==> config.mk <==
export PLATFORM = sky130hd
export DESIGN_NAME = lcd_level_sel
export DESIGN_NICKNAME = d
export VERILOG_FILES = /design/src/rtl/lcd_lvl_pkg.sv /design/src/rtl/lcd_fall_detect.sv /design/src/rtl/lcd_line_latch.sv /design/src/rtl/lcd_level_map.sv /design/src/rtl/lcd_level_sel.sv
export SDC_FILE = /design/constraint.sdc
export NUM_CORES = 1
export LEC_CHECK = 0
export BUFFER_PORTS_ARGS = -buffer_cell sky130_fd_sc_hd__buf_2
export CAP_MARGIN = 0
export CORE_MARGIN = 2
export CORE_UTILIZATION = 47
export CTS_CLUSTER_DIAMETER = 120
export DETAILED_ROUTE_END_ITERATION = 6
export PLACE_DENSITY = 0.89
export SLEW_MARGIN = 0
export SYNTH_ARGS = -nofsm -noshare
export SYNTH_HDL_FRONTEND = slang
export SYNTH_HIERARCHICAL = 1
export SYNTH_SLANG_ARGS = --single-unit
==> constraint.sdc <==
create_clock -name clk -period 1.7 [get_ports clk]
set_clock_uncertainty 0.1 [all_clocks]
set_input_delay 0.17 -clock clk [delete_from_list [all_inputs] [get_ports clk]]
set_output_delay 0.17 -clock clk [all_outputs]
set_load 0.1 [all_outputs]
==> src/rtl/lcd_lvl_pkg.sv <==
package lcd_lvl_pkg;

  typedef logic [1:0] lvl_t;

  localparam lvl_t LVL_V1 = 2'b00;
  localparam lvl_t LVL_V2 = 2'b01;
  localparam lvl_t LVL_V3 = 2'b10;
  localparam lvl_t LVL_V4 = 2'b11;

  // Data role: on pixels sit on V1/V2, off pixels on V3/V4, polarity picks within pair.
  // Scan role: selected row alternates V2 (pol 0) / V1 (pol 1); unselected V3/V4.
  function automatic lvl_t pick_level(input logic px, input logic col,
                                      input logic pol, input logic show);
    lvl_t r;
    if (!show) begin
      r = LVL_V1;
    end else if (col) begin
      if (px) r = pol ? LVL_V2 : LVL_V1;
      else    r = pol ? LVL_V4 : LVL_V3;
    end else begin
      if (px) r = pol ? LVL_V1 : LVL_V2;
      else    r = pol ? LVL_V4 : LVL_V3;
    end
    return r;
  endfunction

endpackage

==> src/rtl/lcd_fall_detect.sv <==
module lcd_fall_detect #(
  parameter int STAGES = 2
) (
  input  logic clk,
  input  logic rst,
  input  logic strobe_in,
  output logic fall_pulse
);

  logic synced;
  logic prev_q;

  generate
    if (STAGES <= 1) begin : g_one
      logic s_q;
      always_ff @(posedge clk) begin
        if (rst) s_q <= 1'b0;
        else     s_q <= strobe_in;
      end
      assign synced = s_q;
    end else begin : g_many
      logic [STAGES-1:0] s_q;
      always_ff @(posedge clk) begin
        if (rst) s_q <= '0;
        else     s_q <= {s_q[STAGES-2:0], strobe_in};
      end
      assign synced = s_q[STAGES-1];
    end
  endgenerate

  always_ff @(posedge clk) begin
    if (rst) prev_q <= 1'b0;
    else     prev_q <= synced;
  end

  assign fall_pulse = prev_q & ~synced;

  // a falling detection lasts exactly one cycle, never repeats while held low
  assert_single_pulse_R3: assert property (@(posedge clk) disable iff (rst)
    fall_pulse |=> !fall_pulse);

endmodule

==> src/rtl/lcd_line_latch.sv <==
module lcd_line_latch #(
  parameter int WIDTH = 80
) (
  input  logic             clk,
  input  logic             rst,
  input  logic             load,
  input  logic [WIDTH-1:0] d,
  output logic [WIDTH-1:0] q
);

  always_ff @(posedge clk) begin
    if (rst)       q <= '0;
    else if (load) q <= d;
  end

  // a load captures the word present at the load edge
  assert_load_capture_R2: assert property (@(posedge clk) disable iff (rst)
    load |=> (q == $past(d)));

  // without a load the stored line never moves
  assert_hold_line_R7: assert property (@(posedge clk) disable iff (rst)
    !load |=> $stable(q));

endmodule

==> src/rtl/lcd_level_map.sv <==
module lcd_level_map
  import lcd_lvl_pkg::*;
#(
  parameter int CHANNELS = 80
) (
  input  logic [CHANNELS-1:0]   line_bits,
  input  logic                  pol,
  input  logic                  col,
  input  logic                  show,
  output logic [2*CHANNELS-1:0] codes
);

  generate
    for (genvar ch = 0; ch < CHANNELS; ch++) begin : g_ch
      assign codes[2*ch +: 2] = pick_level(line_bits[ch], col, pol, show);
    end
  endgenerate

endmodule

==> src/rtl/lcd_level_sel.sv <==
module lcd_level_sel
  import lcd_lvl_pkg::*;
#(
  parameter int CHANNELS    = 80,
  parameter int SYNC_STAGES = 2
) (
  input  logic                  clk,
  input  logic                  rst,
  input  logic                  line_clk,
  input  logic [CHANNELS-1:0]   pix_word,
  input  logic                  polarity,
  input  logic                  col_mode,
  input  logic                  disp_en,
  output logic [2*CHANNELS-1:0] lvl_codes
);

  localparam int LAST = CHANNELS - 1;

  logic                line_fall;
  logic [CHANNELS-1:0] line_q;

  lcd_fall_detect #(.STAGES(SYNC_STAGES)) u_fall (
    .clk        (clk),
    .rst        (rst),
    .strobe_in  (line_clk),
    .fall_pulse (line_fall)
  );

  lcd_line_latch #(.WIDTH(CHANNELS)) u_latch (
    .clk  (clk),
    .rst  (rst),
    .load (line_fall),
    .d    (pix_word),
    .q    (line_q)
  );

  lcd_level_map #(.CHANNELS(CHANNELS)) u_map (
    .line_bits (line_q),
    .pol       (polarity),
    .col       (col_mode),
    .show      (disp_en),
    .codes     (lvl_codes)
  );

  // blanking drives every channel to the V1 code
  assert_blank_all_v1_R6: assert property (@(posedge clk) disable iff (rst)
    !disp_en |-> (lvl_codes == '0));

  // data role, channel 0 on pixel sits in the V1/V2 pair
  assert_col_on_pair_R4: assert property (@(posedge clk) disable iff (rst)
    (disp_en && col_mode && line_q[0]) |-> (lvl_codes[1] == 1'b0));

  // scan role, last channel selected row alternates against polarity
  assert_scan_sel_R5: assert property (@(posedge clk) disable iff (rst)
    (disp_en && !col_mode && line_q[LAST]) |->
      (lvl_codes[2*LAST +: 2] == (polarity ? LVL_V1 : LVL_V2)));

  // an off pixel in either role follows polarity within V3/V4
  assert_off_pixel_R5: assert property (@(posedge clk) disable iff (rst)
    (disp_en && !line_q[0]) |-> (lvl_codes[1:0] == (polarity ? LVL_V4 : LVL_V3)));

endmodule

==> results of run 1 <==
## through the flow
step / std cells / cell area (um2)
floorplan: 541 / 5320
global placement: 883 / 8940
detailed placement: 883 / 8940
## kinds of logic after synthesis
logic type    Yosys count  share of synthesized area, %
buf+inv                52                          8.10
simple gates          246                          26.7
mux                   160                          32.0
flops                  83                          33.2
## Yosys cell counts (all sizes together)
cell type,number,area share (%)
mux2i,160,32
nor2,80,6.0
clkbuf,17,1.3
dfxtp,83,33
and2b,1,0.17
buf,35,6.8
nand2b,1,0.13
nor2b,163,20
nand2,1,0.075
==> results.tsv, run 1 <==
metric	value	unit
syn-instance-count	541	
ctsRootBufferMaster	clkbuf_8	
clock-sinks	83	
start_util	48.5	%
die_h	107	um
post_cts_buffers	2	
numCtsBuffers	9	
error	[ERROR DPL-0038] Utilization greater than 100%, impossible to legalize	
status	aborted with a tool error	
cts_buffer_depth	2	
synth_seq_cells	83	
synth_area_per_cell	9.26	um2
yosysWarnings	6	
ys_seq_area_share	33.2	%
haltStage	4_1_cts	
rows	37	
postCtsResizedCells	178	
ios	246	
place_congestion	0.781	
synth_area	5010	um2
htree_levels	3	
syn_nets	627	
io_buffer_count	245	
dp_hpwl	13800	um
hold_buffers	58	
place_ws	0.0628	ns
ys_types	13	
die_x	107	um
==> run 2: changes to the inputs <==
--- a/config.mk
+++ b/config.mk
@@ -8,10 +8,9 @@
 export BUFFER_PORTS_ARGS = -buffer_cell sky130_fd_sc_hd__buf_2
 export CAP_MARGIN = 0
 export CORE_MARGIN = 2
-export CORE_UTILIZATION = 47
-export CTS_CLUSTER_DIAMETER = 120
+export CORE_UTILIZATION = 35
 export DETAILED_ROUTE_END_ITERATION = 6
-export PLACE_DENSITY = 0.89
+export PLACE_DENSITY_LB_ADDON = 0.15
 export SLEW_MARGIN = 0
 export SYNTH_ARGS = -nofsm -noshare
 export SYNTH_HDL_FRONTEND = slang
==> run 2 against run 1 <==
Compared with the run above: the flow now finishes, with violations (setup timing); synthesized cell count unchanged; area after synthesis unchanged.
==> results.tsv, run 2 <==
metric	value	unit	change
status	complete, but fails checks		
violations	setup timing		
arrival	1.46	ns	
cp_max_fo	3		
slew_violations	0		
required	1.43	ns	
synth_most_common_cell	nor2b_1		
post_dp_cell_area	9010	um2	+0.76%
num-fill-cells	911		
start_util	35.9	%	-13 points
period_minus_slack	1.73	ns	
worstMarginPinSlew	0.514	ns	
powerDensity	709	nW/um2	
htree_levels	3		unchanged
synth_seq_cells	83		unchanged
finalSetupViolations	9		
irDropWorstVdd	0.000486	V	
yosysWarnings	6		unchanged
synth-edff-count	0		unchanged
antenna_found_initial	2		
synthTopCellsByArea	dfxtp_1 33%, mux2i_1 32%, nor2b_1 20%, nor2_1 6.0%, buf_8 2.4%		
largest_reg_flops	80		
drt_wl_total	17500	um	
crit_slowest_cell	dfxtp_1		
ios	246		unchanged
synth_ff_type	dfxtp_1		
startpoint	u_latch/q[24]		
worstReg2RegStart	u_fall/g_many.s_q[1]		
yosysTopAreaCellShare	33.2	%	unchanged
grt_pass1_wl	27100	um	
crit_type	register to output port		
final_cell_area	10300	um2	
fin_ws	-0.0308	ns	
largest_register	u_latch/q		
async_reset_ff_share	0	%	unchanged
rows	43		+16%
ys_types	13		unchanged
final_common_cell	buf_12		
ys_seq_area_share	33.2	%	unchanged
cp_top_family	flip-flops		
worstHoldPathType	primary input to register		
period_share	102	%	
setup-tns-final	-0.0869	ns	
clock_latency	0.34	ns	
synth_top_area_cell	dfxtp_1		
synthTopCellsByCount	163 x nor2b_1, 160 x mux2i_1, 83 x dfxtp_1, 80 x nor2_1, 16 x clkbuf_1		
finalPower	7.32	mW	
vias	4842		
cp_cell_sequence	nor2b_1, mux2i_1, bufbuf_16		
synth_area_per_cell	9.26	um2	unchanged
drtPass1Iterations	4		
clock.fmax	578	MHz	
drt_iter0_drc	237		
largest_registers	u_latch/q (80), u_fall/g_many.s_q (2), u_fall/prev_q (1)		
dp_hpwl	11400	um	-17%
io_buffer_count	245		unchanged
synth_area	5010	um2	unchanged
power_leakage	4.11	nW	
place_congestion	0.784		+0.27%
clk_pin_slew	0.06	ns	
clock-sinks	83		unchanged
rsz0062_at_grt	true		
cts_tree	yes		
slew_headroom	65.7	%	
die_x	124	um	+15%
syn_nets	627		unchanged
start_kind	register		
grt_start_max_net_pins	84		
r2r_cells	4		
grt_pass1_vias	5213		
globalRouteOverflowTotal	0		
crit_path_max_incr_delay	0.36	ns	
cap_violations	0		
cp_num_buf_inv	1		
holdWs	0.00240	ns	
numCtsBuffers	9		unchanged
antenna_left	0		
syn-instance-count	541		unchanged
die-area	15300	um2	
drc	0		
final_nets	922		
hold_violations	0		
wire_per_inst	17.2	um	
core_area	13900	um2	
reg2reg_to	u_latch/q[67]		
area_growth	106	%	
post-route-util	74.1	%	
viasPerCell	4.75		
layout_common_cells	163 x buf_12, 127 x mux2i_1, 103 x nor2b_2		
crit_cells	3		
grt_usage	22.9	%	
cts_buffer_depth	2		unchanged
drive_gt1_share	50.4	%	
ctsRootBufferMaster	clkbuf_16		
rrSetupSlack	0.13	ns	
critPathCapture	lvl_codes[48]		
die_h	124	um	+15%
end_kind	output port		
==> run 2: how the worst min path moves through the flow <==
stage,to,slack (ns),startpoint,cells past startpoint
floorplan,u_fall/g_many.s_q[0],0.14,rst,1
global placement,u_fall/g_many.s_q[0],0.28,line_clk,2
detailed placement,u_fall/g_many.s_q[0],0.29,line_clk,2
CTS,u_latch/q[27],0.001,pix_word[27],3
global route,u_latch/q[27],0.01,pix_word[27],3
finish,u_latch/q[27],0.002,pix_word[27],3
==> run 2: area by class of cell <==
| type | count | area (um2) | area share [%] |
|---|---|---|---|
| timing repair buffer | 336 | 4710 | 45.6 |
| multi-input combinational | 406 | 3460 | 33.5 |
| sequential | 83 | 1670 | 16.2 |
| clock buffer | 12 | 256 | 2.48 |
| tap | 180 | 225 | 2.18 |
| antenna | 2 | 5.00 | 0.0485 |
==> run 2: tightest hold or removal path, cell delays in order <==
cell     delay (ns)
buf_2          0.08
mux2i_1        0.06
nor2_1         0.08
==> run 2: through the flow <==
step	setup WS, ns	cells
5_1_grt	-0.0891	1019
6_report	-0.0308	1019
3_3_place_gp	0.157	927
2_1_floorplan	-0.750	541
3_5_place_dp	0.0955	927
4_1_cts	-0.0291	1017
==> run 2: timing repair <==
item,in CTS,in global routing
endpoints found under the setup margin,29,77
buffers inserted,0,0
hold endpoints to repair,78,0
hold buffers,78,0
gates resized for setup,20,53
==> run 2: layer usage <==
layer	vias up	GRT usage (%)	routed length (um)
met5	-	0	0
met4	0	8.88	430
met3	27	7.10	1290
met2	162	41.4	9100
met1	2307	24.9	6660
li1	2346	-	-
==> run 2: cells by family after synthesis <==
| kind of cell | after synthesis | share of synthesized area, % |
|---|---|---|
| muxes | 160 | 32.0 |
| buffers and inverters | 52 | 8.10 |
| and+or+nand+nor | 246 | 26.7 |
| DFF | 83 | 33.2 |
==> run 2: where the power goes <==
group	leakage, nW	total, mW	switching (mW)	internal [mW]
Clock	0.126	1.77	0.729	1.04
Sequential	0.677	2.02	0.0351	1.99
Combinational	3.31	3.54	2.24	1.30
(Power assumes the default switching activity.)
